==> src/rtl/burst_seq_pkg.sv <==
package burst_seq_pkg;
    typedef enum logic {
        ORD_XOR = 1'b0,
        ORD_INC = 1'b1
    } burst_order_e;
endpackage

==> src/rtl/burst_beat_step.sv <==
module burst_beat_step #(
    parameter int CNT_W = 2
) (
    input  logic             load,
    input  logic             adv,
    input  logic [CNT_W-1:0] beat_q,
    output logic [CNT_W-1:0] beat_d
);
    always_comb begin
        if (load) begin
            beat_d = '0;
        end else if (adv) begin
            beat_d = beat_q + CNT_W'(1);
        end else begin
            beat_d = beat_q;
        end
    end
endmodule

==> src/rtl/burst_order_map.sv <==
module burst_order_map
    import burst_seq_pkg::*;
#(
    parameter int CNT_W = 2
) (
    input  burst_order_e     order,
    input  logic [CNT_W-1:0] start,
    input  logic [CNT_W-1:0] beat,
    output logic [CNT_W-1:0] lo
);
    logic [CNT_W-1:0] xor_lo;
    logic [CNT_W-1:0] inc_lo;

    for (genvar b = 0; b < CNT_W; b++) begin : g_xor
        assign xor_lo[b] = start[b] ^ beat[b];
    end

    assign inc_lo = start + beat;

    always_comb begin
        lo = (order == ORD_INC) ? inc_lo : xor_lo;
    end
endmodule

==> src/rtl/burst_addr_seq.sv <==
module burst_addr_seq
    import burst_seq_pkg::*;
#(
    parameter int ADDR_W = 20,
    parameter int CNT_W  = 2
) (
    input  logic              clk,
    input  logic              rst_n,
    input  logic              strb_a_n,
    input  logic              strb_b_n,
    input  logic              adv_n,
    input  logic              order_inc,
    input  logic [ADDR_W-1:0] addr_in,
    output logic [ADDR_W-1:0] addr_out
);
    localparam int UP_W = ADDR_W - CNT_W;

    typedef struct packed {
        logic [ADDR_W-1:0] base;
        burst_order_e      order;
        logic [CNT_W-1:0]  beat;
    } seq_t;

    seq_t             s_d, s_q;
    logic             load;
    logic [CNT_W-1:0] beat_d;
    logic [CNT_W-1:0] lo;

    assign load = ~strb_a_n | ~strb_b_n;

    burst_beat_step #(.CNT_W(CNT_W)) u_step (
        .load   (load),
        .adv    (~adv_n),
        .beat_q (s_q.beat),
        .beat_d (beat_d)
    );

    always_comb begin
        s_d      = s_q;
        s_d.beat = beat_d;
        if (load) begin
            s_d.base  = addr_in;
            s_d.order = order_inc ? ORD_INC : ORD_XOR;
        end
    end

    always_ff @(posedge clk) begin
        if (!rst_n) begin
            s_q <= '{base: '0, order: ORD_XOR, beat: '0};
        end else begin
            s_q <= s_d;
        end
    end

    burst_order_map #(.CNT_W(CNT_W)) u_map (
        .order (s_q.order),
        .start (s_q.base[CNT_W-1:0]),
        .beat  (s_q.beat),
        .lo    (lo)
    );

    assign addr_out = {s_q.base[ADDR_W-1 -: UP_W], lo};
endmodule

==> config.mk <==
export PLATFORM = sky130hd
export DESIGN_NAME = burst_addr_seq
export DESIGN_NICKNAME = d
export VERILOG_FILES = /design/src/rtl/burst_seq_pkg.sv /design/src/rtl/burst_beat_step.sv /design/src/rtl/burst_order_map.sv /design/src/rtl/burst_addr_seq.sv
export SDC_FILE = /design/constraint.sdc
export NUM_CORES = 1
export LEC_CHECK = 0
export BUFFER_PORTS_ARGS = -buffer_cell sky130_fd_sc_hd__clkbuf_2
export CAP_MARGIN = 5
export CELL_PAD_IN_SITES_DETAIL_PLACEMENT = 1
export CELL_PAD_IN_SITES_GLOBAL_PLACEMENT = 2
export CORE_AREA = 2 2 69 71
export CTS_CLUSTER_SIZE = 30
export DETAILED_ROUTE_END_ITERATION = 6
export DIE_AREA = 0 0 71 73
export HOLD_SLACK_MARGIN = 0.12
export PLACE_DENSITY_LB_ADDON = 0.05
export REMOVE_ABC_BUFFERS = 1
export SYNTH_ARGS = -nofsm -noshare
export SYNTH_HDL_FRONTEND = slang
export SYNTH_HIERARCHICAL = 1
export SYNTH_SLANG_ARGS = --single-unit
==> constraint.sdc <==
create_clock -name clk -period 1.05 [get_ports clk]
set_clock_uncertainty 0.1 [all_clocks]
set_input_delay 0.21 -clock clk [delete_from_list [all_inputs] [get_ports clk]]
set_output_delay 0.21 -clock clk [all_outputs]
set_load 0.03 [all_outputs]
==> summary.md, run 1 <==
| Metric | Value |
|---|---|
| CP Launch Type | register |
| Crit path max fanout | 2 |
| Lkg Pwr | between 0.8 and 0.9 nW |
| Ys Warns | 6 |
| GRT overflow | 0 |
| DRT iter0 DRCs | 24 |
| Dpl cells | around 210 |
| Final worst setup slack | -0.3741 ns |
| Root buffer cell | clkbuf_8 |
| Design Area, Final | between 1500 and 2000 um^2 |
| Ports | 46 |
| Initial antenna violation count | 0 |
| Tcrit/Tclk final | 135.6% |
| Largest net degree at the start of global routing | 23 |
| Avg WL per Cell | ~13 um |
| DRC Markers | 0 |
| Gpl congestion | about 0.64 |
| Fin util | ~42% |
| Post-synthesis cell type count | 20 |
| Dpl cell area | 1355 um^2 |
| Post-synth design cell area | 1160 um^2 |
| Clock-pin slew of the registers on the worst-case setup and hold paths | approximately 0.080 ns |
| CP arrival | approximately 1.1 ns |
| CTS tree | done |
| Slew @ Worst Pin | 0.2504 ns |
| DR vias | around 1100 |
| GRT Total Usage | between 10% and 20% |
| Vias/cell | approximately 4.5 |
| Fin cells | 238 |
| IO buf count | 45 |
| Post-Syn Area per Cell | 8.991 um^2 |
| First-pass GRT wire length | ~5100 um |
| Fill cell count | 502 |
| HP Class | in2reg |
| Ranking of synthesized cells by area | dfxtp_1 (40%), o21ai_2 (14%), buf_4 (13%) |
| Floorplan core area | around 4500 um^2 |
| Maximum root-to-sink buffer count | 2 |
| Slew Limit Fails | 0 |
| Post-DRT Antenna Nets | 0 |
| Rows | 25 |
| Synth Register Bits | 23 |
| Vias in the first global route | between 1000 and 1500 |
| Register area share after synthesis | about 40% |
| Status | complete, but fails checks |
| Nets | approximately 210 |
| Fmax achieved | between 0.7 and 0.8 GHz |
| Hold slack | about 0.29 ns |
| Crit. End Element | output port |
| VDD IR max | around 0.45 mV |
| Die X | between 70 and 80 um |
| Pre-CTS WS | -0.1548 ns |
| Die height | roughly 73 um |
| Share of cells above drive strength 1 | 59.78% |
| MaxCap Viol Count | 0 |
| Initial Util | between 20% and 30% |
| Final hold violation count | 0 |
| Tmin final | approximately 1.4 ns |
| H-tree levels | 1 |
| Area delta synth->final | 65.37% |
| Synth area leader | dfxtp_1 |
| Yosys top cell area share | roughly two fifths |
| Failing checks | negative setup slack |
| Dpl hpwl | 1982 um |
| First-pass DRT Iterations | 2 |
| Gate Count Post-Synth | roughly 130 |
| Slew margin rel. | 83.31% |
| Final setup violation count | 6 |
| Ant. Diodes | 0 |
| Total Wirelength | between 3000 and 4000 um |
| Worst Path Required | approximately 0.74 ns |
| Clk sinks | 23 |
| WS Path Type | reg2out |
| Die ar. | about 5200 um^2 |
| Cts bufs inserted | 3 |
| Clk_lat worst skew | ~0.26 ns |
| Unrepaired setup endpoints after global routing | true |
| Pwr per Cell Area | between 1000 and 1500 nW/um^2 |
==> layout make-up <==
type	instances	area, um^2	area share [%]
timing repair buffer	80	790.8	41.23
multi-input combinational	75	519.2	27.07
sequential	23	488.0	25.44
tap	54	67.56	3.523
clock buffer	4	45.04	2.348
inverter	2	7.507	0.3914
==> layout by cell type (no fill, tap or decap), drive strengths merged <==
| master | instances |
|---|---|
| buf | 34 |
| nand3b | 1 |
| a21oi | 1 |
| ha | 1 |
| nor2 | 1 |
| o21ai | 21 |
| dfxtp | 23 |
| inv | 2 |
| and2 | 3 |
| a21bo | 1 |
| xnor2 | 2 |
| clkbuf | 29 |
| dlygate4sd3 | 21 |
| nand2 | 22 |
| nand4 | 21 |
| xor2 | 1 |
==> sequential cells by signal (all words and copies together), names as in the netlist <==
register / count
s_q: 5
addr_out: 18
==> synth_stat cells <==
cell type / instances
o21ai_1: 3
and2_1: 2
dfxtp_1: 23
o21ai_2: 18
ha_1: 1
nand3b_1: 1
buf_2: 4
inv_2: 1
a21bo_1: 1
nand4_1: 21
and2_4: 1
a21oi_2: 1
xor2_1: 1
buf_6: 2
buf_4: 20
xnor2_1: 2
clkbuf_4: 3
inv_1: 1
nand2_1: 22
nor2_1: 1
==> routing by layer <==
metal  up-vias  share of wire (%)  global-route usage [%]
met1       511                 42                   14.67
met3         4                4.3                   2.624
met5         -                  0                       0
li1        543                  -                       -
met2        24                 52                   22.22
met4         0                1.2                   4.403
==> where the power goes <==
group	switching, mW	internal, mW	total (mW)
logic	0.276	0.321	0.597
registers	0.0488	0.937	0.986
clock network	0.284	0.271	0.555
total	0.609	1.53	2.14
==> final timing paths <==
check | start | endpoint | slack, ns | cells past startpoint
max | s_q[0] | addr_out[1] | -0.37 | 4
min | rst_n | addr_out[19] | 0.29 | 4
max reg2reg | s_q[0] | s_q[1] | -0.15 | 5
min reg2reg | addr_out[19] | addr_out[19] | 0.38 | 2
==> timing repair <==
action                                  in CTS  in global routing
buffers inserted                             0                  5
endpoints found under the hold margin       21                  0
pin swaps                                    0                  8
hold buffers                                21                  0
endpoints found under the setup margin      20                 22
resized for setup                           60                 29
==> metrics by stage <==
| step | TNS [ns] | power (mW) |
|---|---|---|
| after global placement | -0.1463 | 1.386 |
| after floorplan | -0.3569 | 1.174 |
| after global routing | -1.576 | 2.271 |
| after detailed placement | -0.1754 | 1.390 |
| after CTS | -1.190 | 2.125 |
| final | -0.8372 | 2.138 |
==> logic make-up after synthesis <==
kind of cell    count (synthesis)  synth area share (%)
compound gates                 23                 16.50
xor+xnor                        3                 2.266
fa+ha+maj                       1                 1.079
buf+inv                        31                 19.20
flops                          23                 39.70
simple gates                   48                 21.25
==> worst max-delay path, stage by stage, from the launching register on <==
cell	delay, ns
dfxtp_2	0.36
ha_4	0.14
nand2_4	0.04
xnor2_2	0.15
buf_6	0.15
No activity file was read; power rests on OpenSTA's default activity.
==> inputs of run 2 (changes only) <==
==> constraint.sdc (replaced) <==
create_clock -name clk -period 1.05 [get_ports clk]
set_clock_uncertainty 0.1 [all_clocks]
set_input_delay 0 -clock clk [delete_from_list [all_inputs] [get_ports clk]]
set_output_delay 0 -clock clk [all_outputs]
set_load 0.03 [all_outputs]
==> run 2 against run 1 <==
Effect of this change: the run still ends with negative setup slack left; combinational power shrank 20%; non-clock buffer count decreased by 6; first-iteration DRC count is the same; utilization fell by 5.9 points; register-to-register slack better by 0.05 ns; power decreased by 7.2%; fmax increased by 16%; critical endpoint unchanged; via count down 2.0%; worst setup slack improved by 0.20 ns.
==> summary.md, run 2 (synthesized netlist as in run 1, its figures left out) <==
| Metric | Value |
|---|---|
| Cts bufs inserted | 3 |
| Seq pwr share | 48.3% |
| Tmin final | 1.223 ns |
| First-pass DRT Iterations | 4 |
| Die ar. | around 5200 um^2 |
| Maximum root-to-sink buffer count | 2 |
| Failing checks | negative setup slack |
| Rows | 25 |
| Max FFs per register | 18 |
| Pre-CTS WS | -0.04007 ns |
| Gpl congestion | 0.6343 |
| DR vias | ~1100 |
| Tcrit/Tclk final | 116.4% |
| IO buf count | between 40 and 50 |
| Largest net degree at the start of global routing | 45 |
| Crit-path max cell delay | 0.36 ns |
| Worst Hold End | addr_out[3] |
| Worst r2r src | s_q[0] |
| Fmax achieved | 0.8180 GHz |
| Vias in the first global route | 1057 |
| M3 GR Usage | under 10% |
| Commonest non-fill, non-tap cell in the layout | clkbuf_2 |
| Final setup violation count | 4 |
| Hold Path Depth | 3 |
| Dpl hpwl | approximately 1800 um |
| H-tree levels | 1 |
| Root buffer cell | clkbuf_8 |
| Setup TNS | -0.3766 ns |
| Initial Util | roughly a quarter |
| Sw frac | approximately 30% |
| Slew Limit Fails | 0 |
| Lkg Pwr | 0.7423 nW |
| Worst Path Required | between 0.9 and 1 ns |
| Die height | roughly 73 um |
| GRT Total Usage | 11.55% |
| Final worst setup slack | -0.1726 ns |
| Crit. End Element | output port |
| Clk pwr share | about 28% |
| Combinational Power Share | about a quarter |
| CP arrival | around 1.1 ns |
| DRT iter0 DRCs | 24 |
| Unrepaired setup endpoints after global routing | true |
| Clock-pin slew of the registers on the worst-case setup and hold paths | ~0.09 ns |
| Avg WL per Cell | approximately 13 um |
| GR Util met2 | 22.01% |
| Area delta synth->final | 42.39% |
| Clk_lat worst skew | 0.26 ns |
| Switching power | 582.3 uW |
| R2r setup slk | -0.10 ns |
| Crit-path cells | ha_4 -> nand2_4 -> xnor2_2 -> buf_6 |
| Die X | around 71 um |
| Slowest-stage cell, CP | dfxtp_2 |
| GRT met1 Usage | about an eighth |
| CTS tree | done |
| Floorplan core area | 4536 um^2 |
| Ant. Diodes | 0 |
| Dpl cell area | around 1300 um^2 |
| HP Class | in2reg |
| Fin cells | 232 |
| Final hold violation count | 0 |
| VDD IR max | roughly 0.44 mV |
| Share of cells above drive strength 1 | approximately 48% |
| Dpl cells | around 200 |
| R2R depth | 5 |
| Initial antenna violation count | 0 |
| DRC Markers | 0 |
| Slew margin rel. | approximately 82% |
| Vias/cell | about 4.6 |
| WS Path Type | reg2out |
| Clk sinks | 23 |
| MaxCap Viol Count | 0 |
| First-pass GRT wire length | around 4700 um |
| Slew @ Worst Pin | about 0.26 ns |
| Post-DRT Antenna Nets | 0 |
| Ports | 46 |
| HP Start | strb_a_n |
| GRT overflow | 0 |
| Total Wirelength | 2942 um |
| CP Launch Type | register |
| Crit path max fanout | 2 |
| Design Area, Final | 1652 um^2 |
| Reg2reg end | s_q[1] |
| Int Pwr | between 1 and 1.5 mW |
| Nets | 206 |
| CTS Hold Buffers Added | 23 |
| Status | complete, but fails checks |
| Hold slack | 0.1045 ns |
| Grt peak-use layer | met2 |
| Pwr per Cell Area | between 1000 and 1500 nW/um^2 |
| Commonest non-fill, non-tap cells in the layout | clkbuf_2 (43), dlygate4sd3_1 (23), nand2_1 (21), nand4_1 (21), dfxtp_1 (19) |
[run 2: changes by cell type in the layout (fill, tap and decap cells not counted), moves of 2 or more]
cell | before | now
buf_8 | 19 | 1
dlygate4sd3_1 | 21 | 23
clkbuf_2 | 25 | 43
dfxtp_2 | 22 | 4
buf_12 | 4 | 2
dfxtp_1 | 1 | 19
buf_4 | 9 | 3
[run 2: routing by layer]
metal	vias to the layer above	share of wire (%)
li1	528	-
met1	506	41
met2	24	54
met3	2	4.2
met4	0	0.65
met5	-	0
[run 2: stage by stage]
step / power (mW) / utilization [%]
2_1_floorplan: 1.174 / -
4_1_cts: 2.017 / 35.34
3_5_place_dp: 1.366 / 28.50
6_report: 1.984 / 36.41
3_3_place_gp: 1.359 / 28.50
5_1_grt: 2.120 / 36.41
[run 2: worst max-delay path by stage]
stage	endpoint	cells past startpoint	start
2_1_floorplan	addr_out[1]	3	s_q[0]
3_3_place_gp	addr_out[1]	4	s_q[0]
3_5_place_dp	addr_out[1]	4	s_q[0]
4_1_cts	addr_out[1]	3	s_q[1]
5_1_grt	addr_out[1]	4	s_q[0]
6_report	addr_out[1]	4	s_q[3]
[run 2: power by group through the flow]
| stage | clock (mW) | sequential [mW] | combinational, mW |
|---|---|---|---|
| finish | 0.547 | 0.959 | 0.478 |
| CTS | 0.590 | 0.957 | 0.470 |
| global route | 0.636 | 0.969 | 0.515 |
| detailed placement | 0 | 0.976 | 0.391 |
| floorplan | 0 | 1.06 | 0.112 |
| global placement | 0 | 0.974 | 0.385 |
[run 2: worst max-delay path: cells and delay by family, from the launching register on]
family / cells / cell delay, ns
adder cells (fa/ha/maj): 1 / 0.14
XOR/XNOR: 1 / 0.17
AND/OR/NAND/NOR: 1 / 0.05
flip-flops: 1 / 0.36
buffers and inverters: 1 / 0.15
[run 2: layout make-up]
type                            count  area, um^2
Clock buffer                        3       41.29
Sequential cell                    23       465.4
Tap cell                           54       67.56
Multi-Input combinational cell     75       519.2
Clock inverter                      1       5.005
Timing Repair Buffer               74       545.5
Inverter                            2       7.507
Fill cell                         526        2884
[run 2: repair_timing]
| item | in CTS | in global routing |
|---|---|---|
| pin swaps | 0 | 3 |
| hold endpoints to repair | 23 | 7 |
| endpoints found under the setup margin | 2 | 4 |
| setup buffers | 1 | 1 |
| resized for setup | 6 | 12 |
==> inputs of run 3 (changes only) <==
REMOVE_ABC_BUFFERS = unset   (was 1)
SETUP_SLACK_MARGIN = 0.05   (was unset)
==> run 3 against run 2 <==
Effect of this change: the flow still finishes with violations (negative setup slack); register-to-register slack better by 0.06 ns; sequential power hardly changed; via count is 1.4% lower; critical endpoint unchanged; highest routed layer unchanged.
==> summary.md, run 3 (synthesized netlist as in run 1, its figures left out) <==
| Metric | Value |
|---|---|
| Slew margin rel. | between 80% and 90% |
| Crit. End Element | output port |
| Largest net degree at the start of global routing | between 40 and 50 |
| Lkg Pwr | around 0.74 nW |
| MaxCap Viol Count | 0 |
| Clk_lat worst skew | 0.26 ns |
| Maximum root-to-sink buffer count | 2 |
| Die height | around 73 um |
| Tot Pwr | ~2 mW |
| Gpl congestion | 0.7338 |
| GRT overflow | 0 |
| Final hold violation count | 0 |
| Clock-pin slew of the registers on the worst-case setup and hold paths | roughly 0.080 ns |
| Root buffer cell | clkbuf_8 |
| First-pass GRT wire length | 5009 um |
| Slew @ Worst Pin | about 0.27 ns |
| Avg WL per Cell | 13.03 um |
| Fin util | a little over a third |
| Cts bufs inserted | 3 |
| VDD IR max | roughly 0.40 mV |
| Post-Syn Nets | around 160 |
| Fin cells | 230 |
| Floorplan core area | 4536 um^2 |
| Tcrit/Tclk final | 118.0% |
| Ports | 46 |
| Vias in the first global route | 1107 |
| Crit-path cells | xor2_4 -> xnor2_4 -> buf_8 |
| Failing checks | negative setup slack |
| Commonest non-fill, non-tap cells in the layout | clkbuf_2 (43), nand2_1 (21), nand4_1 (21), dlygate4sd3_1 (21), dfxtp_1 (19) |
| Area delta synth->final | 42.93% |
| Dpl hpwl | between 1500 and 2000 um |
| CP Launch Type | register |
| Unrepaired setup endpoints after global routing | true |
| Commonest non-fill, non-tap cell in the layout | clkbuf_2 |
| DRC Markers | 0 |
| CTS Hold Buffers Added | 21 |
| Ant. Diodes | 0 |
| GRT Total Usage | about 12% |
| Worst Path Required | between 0.9 and 1 ns |
| CTS tree | done |
| Max FFs per register | 18 |
| Nets | 204 |
| Crit path max fanout | 2 |
| Hold slack | ~0.069 ns |
| H-tree levels | 1 |
| Tmin final | 1.239 ns |
| Crit-path max cell delay | roughly 0.37 ns |
| HP Class | in2reg |
| Die X | between 70 and 80 um |
| Final worst setup slack | -0.1891 ns |
| CP top delay family | flip-flops |
| DRT iter0 DRCs | 13 |
| Post-DRT Antenna Nets | 0 |
| Die ar. | between 5000 and 6000 um^2 |
| Worst Path Buf+Inv | 1 |
| WS Path Type | reg2out |
| Fmax achieved | between 0.8 and 0.9 GHz |
| IO buf count | 45 |
| Share of cells above drive strength 1 | 47.73% |
| Final setup violation count | 3 |
| Dpl cells | 205 |
| Vias/cell | approximately 4.5 |
| Pwr per Cell Area | between 1000 and 1500 nW/um^2 |
| Fill cell count | 522 |
| Initial Util | 25.57% |
| Pre-CTS WS | -0.09442 ns |
| Total Wirelength | 2998 um |
| Rows | 25 |
| Slew Limit Fails | 0 |
| DR vias | ~1000 |
| Clk sinks | 23 |
| Status | complete, but fails checks |
| CP arrival | approximately 1.1 ns |
| Slowest-stage cell, CP | dfxtp_4 |
| Initial antenna violation count | 0 |
| First-pass DRT Iterations | 2 |
==> run 3: cell count changes in the layout (fill, tap and decap cells not counted), sizes merged <==
cell and delta:
clkinv -1, clkbuf +1, dlygate4sd3 -2
==> run 3: cell type report <==
type / instances / area (um^2) / share of cell area (%)
clock buffer: 4 / 45.04 / 2.717
inverter: 2 / 7.507 / 0.4528
multi-input combinational: 75 / 541.8 / 32.68
sequential: 23 / 470.5 / 28.38
tap: 54 / 67.56 / 4.075
timing repair buffer: 72 / 525.5 / 31.70
==> run 3: per-layer routing <==
layer | vias to the layer above | wire length (um) | GRT usage, %
li1 | 521 | - | -
met1 | 491 | 1294 | 14.30
met2 | 28 | 1536 | 22.74
met3 | 5 | 129 | 2.210
met4 | 0 | 38 | 3.774
met5 | - | 0 | 0
==> run 3: worst register-to-register path: stages, from the launching register on <==
cell     delay (ns)
dfxtp_4        0.38
buf_4          0.11
a21bo_1        0.20
a21oi_2        0.12
and2_1         0.13
==> run 3: report_power, final <==
| part | internal, mW | total [mW] | leakage (nW) | switching, mW |
|---|---|---|---|---|
| logic | 0.211 | 0.481 | 0.521 | 0.270 |
| registers | 0.924 | 0.957 | 0.193 | 0.0330 |
| clock network | 0.271 | 0.555 | 0.0228 | 0.284 |
==> run 3: per-stage QoR <==
stage	TNS (ns)	instance area, um^2
finish	-0.2678	1658
global route	-0.3781	1658
global placement	-0.09945	1326
detailed placement	-0.09442	1326
floorplan	0	1179
CTS	-0.4306	1667
==> run 3: what timing repair did <==
item,CTS,global route
endpoints found under the hold margin,23,22
resized for setup,18,2
setup buffers,1,0
pin swaps,5,4
endpoints found under the setup margin,4,4
==> run 3: path summary, 6_finish.rpt <==
check                           slack (ns)  cells after the start         start           end
worst max-delay path                 -0.19                      3        s_q[4]   addr_out[1]
worst min-delay path                  0.07                      4         rst_n        s_q[2]
worst max register to register       -0.04                      4        s_q[1]        s_q[1]
worst min register to register        0.37                      2  addr_out[16]  addr_out[16]
